### src/rtl/osp_pkg.sv
package osp_pkg;
  typedef enum logic [1:0] {
    SRC_VID = 2'd0,
    SRC_FRM = 2'd1,
    SRC_OSD = 2'd2
  } osp_src_e;

  // True when the two codes are video and frame, in either order
  function automatic logic vf_pair(input osp_src_e a, input osp_src_e b);
    return ((a == SRC_VID) && (b == SRC_FRM)) || ((a == SRC_FRM) && (b == SRC_VID));
  endfunction
endpackage

### src/rtl/osp_arbiter.sv
module osp_arbiter
  import osp_pkg::*;
(
  input  logic     frm_en,
  input  logic     frm_key,
  input  logic     osd_en,
  input  logic     osd_key,
  input  logic     osd_over_frm,
  output osp_src_e sel
);
  logic frm_act;
  logic osd_act;

  assign frm_act = frm_en & frm_key;
  assign osd_act = osd_en & osd_key;

  always_comb begin
    if (frm_act && osd_act) sel = osd_over_frm ? SRC_OSD : SRC_FRM;
    else if (osd_act)       sel = SRC_OSD;
    else if (frm_act)       sel = SRC_FRM;
    else                    sel = SRC_VID;
  end
endmodule

### src/rtl/osp_bank_mux.sv
module osp_bank_mux #(
  parameter int COEF_W = 8,
  parameter int MAT_N  = 9
) (
  input  logic                    clk,
  input  logic                    rst_n,
  input  logic                    side_sel,
  input  logic [COEF_W-1:0]       main_contrast,
  input  logic [COEF_W-1:0]       main_bright,
  input  logic [MAT_N*COEF_W-1:0] main_mat,
  input  logic [COEF_W-1:0]       side_contrast,
  input  logic [COEF_W-1:0]       side_bright,
  input  logic [MAT_N*COEF_W-1:0] side_mat,
  output logic [COEF_W-1:0]       adj_contrast,
  output logic [COEF_W-1:0]       adj_bright,
  output logic [MAT_N*COEF_W-1:0] adj_mat
);
  logic [COEF_W-1:0] con_d, bri_d;

  always_comb begin
    con_d = side_sel ? side_contrast : main_contrast;
    bri_d = side_sel ? side_bright   : main_bright;
  end

  always_ff @(posedge clk or negedge rst_n) begin
    if (!rst_n) begin
      adj_contrast <= '0;
      adj_bright   <= '0;
    end else begin
      adj_contrast <= con_d;
      adj_bright   <= bri_d;
    end
  end

  // One register slice per matrix coefficient
  for (genvar k = 0; k < MAT_N; k++) begin : g_coef
    logic [COEF_W-1:0] c_d;
    logic [COEF_W-1:0] c_q;
    always_comb c_d = side_sel ? side_mat[k*COEF_W +: COEF_W] : main_mat[k*COEF_W +: COEF_W];
    always_ff @(posedge clk or negedge rst_n) begin
      if (!rst_n) c_q <= '0;
      else        c_q <= c_d;
    end
    assign adj_mat[k*COEF_W +: COEF_W] = c_q;
  end
endmodule

### src/rtl/osp_edge_flag.sv
module osp_edge_flag
  import osp_pkg::*;
(
  input  logic     clk,
  input  logic     rst_n,
  input  logic     en,
  input  osp_src_e cur_src,
  input  osp_src_e nxt_src,
  output logic     flag
);
  osp_src_e prev_q;

  always_ff @(posedge clk or negedge rst_n) begin
    if (!rst_n) prev_q <= SRC_VID;
    else        prev_q <= cur_src;
  end

  // Pixel before the boundary (cur vs nxt) and pixel after it (prev vs cur)
  always_comb flag = rst_n & en & (vf_pair(prev_q, cur_src) | vf_pair(cur_src, nxt_src));
endmodule

### src/rtl/ovl_src_priority.sv
module ovl_src_priority
  import osp_pkg::*;
#(
  parameter int PIX_W  = 24,
  parameter int COEF_W = 8,
  parameter int MAT_N  = 9
) (
  input  logic                    clk,
  input  logic                    rst_n,
  input  logic [PIX_W-1:0]        vid_pix,
  input  logic [PIX_W-1:0]        frm_pix,
  input  logic [PIX_W-1:0]        osd_pix,
  input  logic                    frm_en,
  input  logic                    frm_key,
  input  logic                    osd_en,
  input  logic                    osd_key,
  input  logic                    osd_over_frm,
  input  logic                    pk_sup_en,
  input  logic                    blx_en,
  input  logic                    side_sel,
  input  logic [COEF_W-1:0]       main_contrast,
  input  logic [COEF_W-1:0]       main_bright,
  input  logic [MAT_N*COEF_W-1:0] main_mat,
  input  logic [COEF_W-1:0]       side_contrast,
  input  logic [COEF_W-1:0]       side_bright,
  input  logic [MAT_N*COEF_W-1:0] side_mat,
  output logic [PIX_W-1:0]        out_pix,
  output logic [1:0]              out_src,
  output logic                    pk_sup,
  output logic                    blx_act,
  output logic [COEF_W-1:0]       adj_contrast,
  output logic [COEF_W-1:0]       adj_bright,
  output logic [MAT_N*COEF_W-1:0] adj_mat
);
  localparam int SYNC_N = 2;

  logic [SYNC_N-1:0] rst_pipe;
  logic              rst_sync_n;
  osp_src_e          sel_d;
  osp_src_e          src_q;
  logic [PIX_W-1:0]  pix_d, pix_q;
  logic              blx_d, blx_q;

  // Assert asynchronously, release on the clock
  always_ff @(posedge clk or negedge rst_n) begin
    if (!rst_n) rst_pipe <= '0;
    else        rst_pipe <= {rst_pipe[SYNC_N-2:0], 1'b1};
  end
  assign rst_sync_n = rst_pipe[SYNC_N-1];

  osp_arbiter u_arb (
    .frm_en       (frm_en),
    .frm_key      (frm_key),
    .osd_en       (osd_en),
    .osd_key      (osd_key),
    .osd_over_frm (osd_over_frm),
    .sel          (sel_d)
  );

  always_comb begin
    unique case (sel_d)
      SRC_FRM: pix_d = frm_pix;
      SRC_OSD: pix_d = osd_pix;
      default: pix_d = vid_pix;
    endcase
    blx_d = blx_en & (sel_d == SRC_VID);
  end

  always_ff @(posedge clk or negedge rst_sync_n) begin
    if (!rst_sync_n) begin
      src_q <= SRC_VID;
      pix_q <= '0;
      blx_q <= 1'b0;
    end else begin
      src_q <= sel_d;
      pix_q <= pix_d;
      blx_q <= blx_d;
    end
  end

  osp_edge_flag u_edge (
    .clk     (clk),
    .rst_n   (rst_sync_n),
    .en      (pk_sup_en),
    .cur_src (src_q),
    .nxt_src (sel_d),
    .flag    (pk_sup)
  );

  osp_bank_mux #(.COEF_W(COEF_W), .MAT_N(MAT_N)) u_bank (
    .clk           (clk),
    .rst_n         (rst_sync_n),
    .side_sel      (side_sel),
    .main_contrast (main_contrast),
    .main_bright   (main_bright),
    .main_mat      (main_mat),
    .side_contrast (side_contrast),
    .side_bright   (side_bright),
    .side_mat      (side_mat),
    .adj_contrast  (adj_contrast),
    .adj_bright    (adj_bright),
    .adj_mat       (adj_mat)
  );

  assign out_pix = pix_q;
  assign out_src = src_q;
  assign blx_act = blx_q;
endmodule

### config.mk
export PLATFORM = sky130hd
export DESIGN_NAME = ovl_src_priority
export DESIGN_NICKNAME = d
export VERILOG_FILES = /design/src/rtl/osp_pkg.sv /design/src/rtl/osp_arbiter.sv /design/src/rtl/osp_bank_mux.sv /design/src/rtl/osp_edge_flag.sv /design/src/rtl/ovl_src_priority.sv
export SDC_FILE = /design/constraint.sdc
export NUM_CORES = 1
export LEC_CHECK = 0
export BUFFER_PORTS_ARGS = -buffer_cell sky130_fd_sc_hd__buf_2
export CORE_AREA = 2 2 146 148
export CTS_CLUSTER_SIZE = 16
export DETAILED_ROUTE_END_ITERATION = 7
export DIE_AREA = 0 0 148 150
export GPL_ROUTABILITY_DRIVEN = 0
export PLACE_DENSITY = 0.57
export SETUP_SLACK_MARGIN = 0.05
export SLEW_MARGIN = 20
export SYNTH_ARGS = -nofsm -noshare
export SYNTH_HDL_FRONTEND = slang
export SYNTH_SLANG_ARGS = --single-unit
### constraint.sdc
create_clock -name clk -period 4.3 [get_ports clk]
set_input_delay 0.43 -clock clk [delete_from_list [all_inputs] [get_ports clk]]
set_output_delay 0.43 -clock clk [all_outputs]
set_load 0.05 [all_outputs]
# == Word level (Yosys, flattened, before mapping) ==
# Index checks and enable logic that the tools add are counted.
# op_classes
mux,16
n_eq_ne,4
bitwise_logic,6
n_reduce_logical,10
# ops
cell,n
$mux 8,11
$pmux 24 s2,1
$eq 2x1->1 const B,3
$logic_not 2->1,3
$mux 2,3
$and 1x1->1,5
$logic_and 1x1->1,5
$eq 2x2->1 const B,1
$logic_or 1x1->1,2
$mux 1,1
$or 1x1->1,1
# word_totals
inputBits,258
elab_cells,52
output_inout_bits,116
register_bits,119

# == Logic depth before layout (Yosys ltp) ==
# logic_depth
word_depth,9
mapped_depth,7
ltp_nobuf,5

# == Hierarchy ==
# From an unflattened synthesis, not the netlist that was laid out.
# unflattened
cells_unflattened,314
area_unflattened_um2,4690.7
# by_module_without_submodules
mod,cells_each,area_each_um2,seq_area_each_um2,n_inst
osp_bank_mux,186,3343.2,2202.1,1
ovl_src_priority,117,1238.7,725.7,1
osp_edge_flag,8,88.8,50.0,1
osp_arbiter,3,20.0,0.0,1

# == Least setup slack after synthesis ==
# OpenSTA, ideal clock, no wires.
# synth_timing
path_kind,reg-to-output
startpoint,reg rst_pipe[1]
endpoint,out pk_sup
n_path_buf,0
setup_slack_ns,-0.057
arrival_ns,3.927
stages_incl_launch_ff,3
path_cell_list,dfrtp_1 nand4bb_1 o22ai_1
# synth_between
elab_chain_cells,2
# synth_rtl
item,line,text
"start, declared",ovl_src_priority.sv:37,logic [SYNC_N-1:0] rst_pipe;
"start signal, assigned",ovl_src_priority.sv:47,"else rst_pipe <= {rst_pipe[SYNC_N-2:0], 1'b1};"
$and 1x1->1 (2 in a row),osp_edge_flag.sv:19,"always_comb flag = rst_n & en & (vf_pair(prev_q, cur_src) | vf_pair(cur_src, nxt_src));"
"end, declared",ovl_src_priority.sv:29,"output logic pk_sup,"
# No other way between the ends.

# == Final worst setup path ==
# layout_timing
startpoint,in frm_en
endpoint,out pk_sup
# layout_between
elab_chain_cells,9
# layout_rtl
item,line,text
"start, declared",ovl_src_priority.sv:13,"input logic frm_en,"
$and 1x1->1 *,osp_arbiter.sv:14,assign frm_act = frm_en & frm_key;
$mux 1,osp_arbiter.sv:20,else if (frm_act) sel = SRC_FRM;
$mux 2,osp_arbiter.sv:19,else if (osd_act) sel = SRC_OSD;
$mux 2 *,osp_arbiter.sv:18,if (frm_act && osd_act) sel = osd_over_frm ? SRC_OSD : SRC_FRM;
$eq 2x1->1 / $logic_not 2->1 (equally long branches),osp_pkg.sv:10,return ((a == SRC_VID) && (b == SRC_FRM)) || ((a == SRC_FRM) && (b == SRC_VID));
$logic_and 1x1->1,osp_pkg.sv:10,
$logic_or 1x1->1 *,osp_pkg.sv:10,
$or 1x1->1 *,osp_edge_flag.sv:19,
$and 1x1->1 *,osp_edge_flag.sv:19,
# Mark *: on every way between the ends. The rest lies on a longest branch, timed or not.

==> flow_summary.yaml <==
route:
  wl_met1_mm: 5.60
  dr_wl_met2_mm: 7.74
  via_per_inst: 3.99
  drt_pre_antenna_iters: 4
  remaining_drc_errors: 0
  vias: 3910
  highest_layer: "met4"
  drtAntennaViolNets: 0
  routed_wirelength_mm: 14.9
  dr.first_iter.drc_count: 106
  routedWlPerCell_um: 15.2
  wl_met3_mm: 1.32
worst_setup_path:
  path_cells: "buf_2, nand2_1, o211ai_1, ha_1, mux2i_1, o22ai_1, buf_2"
  critical_path_class: "input port to output port"
  max_stage_delay_ns: 0.77
  reg2regPathDepth: 1
  crit_top_cell: "buf_2"
  r2r_slack_ns: 2.96
  crit_arrival_ns: 2.24
  slowest_stage: "ha_1"
  worstReg2RegEnd: "u_bank.g_coef[4].c_q[0]"
  cp-end-kind: "output port"
  r2r_start: "rst_pipe[1]"
  worstPathMaxFanout: 25
  crit_required_ns: 3.87
  startpoint_type: "input port"
floorplan:
  fp-row-count: 53
  die_h_um: 150
  num_io_pins: 374
  start_util_pct: 22.6
  core_area_um2: 20700
  fp.dieW_um: 148
  dieArea_um2: 22200
power_and_ir_drop:
  switching_share_pct: 31.9
  clkPwrFrac_pct: 41.7
  power_frac_seq_pct: 36.0
  switching_power_mw: 1.11
  p_comb_share_pct: 22.4
  intPower_mw: 2.37
  leakage_nw: 3.77
  ir_drop_v: 0.000233
  powerDensity_nw_per_um2: 468
finish:
  layout-drive-gt1-share_pct: 70.6
  final_util_pct: 35.9
  syn2layout_area_growth_pct: 58.5
  layout_commonest_cell: "buf_2"
  fin_nets: 952
  fin_area_um2: 7420
  most-common-layout-cells: "372 x buf_2, 118 x dfrtp_1, 68 x mux2_2"
  diodes: 0
synthesis:
  yosys.area.top_type_share_pct: 63.6
  synth_area_um2: 4680
  ys_types: 22
  synth_cells: 315
  yosys-top-cells-area: "dfrtp_1 64%, mux2_2 16%, mux2_4 6.4%, a22oi_1 3.8%, a21oi_1 2.6%"
  synth_top_cell_by_area: "dfrtp_1"
  syn-num-nets: 576
  synth-simple-area-share_pct: 2.88
  synth_fa_ha_area_share_pct: 0.801
  async_flop_share_pct: 100
  synth_top_family_by_area: "multiplexers"
  synth_edf_count: 0
  synth.avg_cell_area_um2: 14.9
  synthMuxAreaShare_pct: 23.0
  synthXorXnorAreaFrac_pct: 0.187
  ys.flop_type: "dfrtp_1"
  yosysSeqAreaShare_pct: 63.6
  synth_warnings: 0
  yosys_register_bits: 119
  synth_compound_area_share_pct: 6.92
global_route:
  grt_pass1_vias: 3934
  antenna_found_initial: 0
  grt_pass1_wl_mm: 21.6
  grt-ovfl-total: 0
  grt_max_degree: 89
  grt_use_total_pct: 13.1
status:
  status: "completed"
sta:
  timing.setup.tns_ns: 0
  maxSlewViolCount: 0
  min_period_over_period_pct: 62.1
  slew_headroom_pct: 42.1
  final_hold_viol_count: 0
  setup_viol: 0
  rsz0062_at_grt: "no"
  fmax_ghz: 0.374
  finalCriticalPeriod_ns: 2.67
  fin_skew_ns: 0.0105
  worst_slew_pin_slew_ns: 0.869
worst_hold_path:
  hp-start: "blx_en"
  min_path_cells: 2
  holdCritPathClass: "input port to register"
  min_to: "blx_act"
cts:
  ctsLongestPathBuffers: 2
  cts_tree: "built"
  clkTransAtPathRegs_ns: 0.05
  cts_made_buffers: 17
  insertion_delay_ns: 0.41
  htreeDepth: 4
  clock_sinks: 119
  root_buffer: "clkbuf_16"
  cts_resized: 0
run:
  cap_viol_max_count: 0
place:
  io_buffers: 373
  hpwlAfterDp_mm: 11.6
  dpl_cell_area_um2: 6810
## cell usage after synthesis, types with 2 or more instances
cell type and count:
dfrtp_1 119, mux2_2 68, a21oi_1 24, a22oi_1 24
nor2_1 24, mux2_4 20, buf_2 13, buf_6 4
clkbuf_1 3, ha_1 3, nand3_1 2
## state kept, by name, indices dropped and copies added, names as in the netlist
signal / cells
blx_act: 1
rst_pipe: 2
u_bank.adj_contrast: 8
out_src: 2
u_bank.g_coef.c_q: 72
u_edge.prev_q: 2
u_bank.adj_bright: 8
out_pix: 24
## layer usage
layer  vias to the layer above  GRT usage, %
met5                         -             0
met4                         0          5.33
met3                        14          4.15
met2                       227          23.1
met1                      1797          14.6
li1                       1872             -
## stage by stage
stage	setup slack (ns)	instances	power, mW	hold WS [ns]
3_5_place_dp	1.62	946	2.06	0.220
2_1_floorplan	1.16	315	1.79	0.134
5_1_grt	1.35	979	3.63	0.222
6_report	1.63	979	3.47	0.238
4_1_cts	1.62	979	3.54	0.218
3_3_place_gp	1.68	946	2.05	0.217
## logic make-up (layout without fill, tap and decap cells)
family	count (synthesis)	count (layout)
flip-flops	119	119
multiplexers	89	89
AO/OA/AOI/OAI	51	51
AND/OR/NAND/NOR	31	31
buffers and inverters	20	409
adder cells (fa/ha/maj)	3	3
other	1	1
XOR/XNOR	1	1
## worst max-delay path by stage
stage                            from      to  slack [ns]  cells past startpoint
after floorplan           rst_pipe[1]  pk_sup        1.16                      2
after global placement         frm_en  pk_sup        1.68                      7
after detailed placement       frm_en  pk_sup        1.62                      7
after CTS                      frm_en  pk_sup        1.62                      7
after global routing          frm_key  pk_sup        1.35                      7
final                          frm_en  pk_sup        1.63                      7
## worst max-delay path: cells and delay by family
family                   cells  cell delay [ns]
AO/OA/AOI/OAI                2             0.40
adder cells (fa/ha/maj)      1             0.77
buffers and inverters        2             0.37
multiplexers                 1             0.18
AND/OR/NAND/NOR              1             0.08
## power groups by stage
| stage | logic [mW] | registers, mW | clock network (mW) |
|---|---|---|---|
| after CTS | 0.788 | 1.25 | 1.50 |
| after global routing | 0.823 | 1.26 | 1.55 |
| after detailed placement | 0.785 | 1.27 | 0 |
| final | 0.777 | 1.25 | 1.45 |
| after floorplan | 0.157 | 1.63 | 0 |
| after global placement | 0.782 | 1.27 | 0 |
## timing repair
item | CTS | global route
hold buffers | 1 | 0
setup buffers | 0 | 0
endpoints found under the hold margin | 2 | 0
setup endpoints to repair | 0 | 0
## area by class of cell
type	count	area, um2
well taps	275	344
fillers	2096	13300
repair buffers	377	1910
flip-flops and latches	119	2980
multi-input cells	176	1590
clock inverters	12	141
clock buffers	20	467
(Power assumes the default switching activity.)
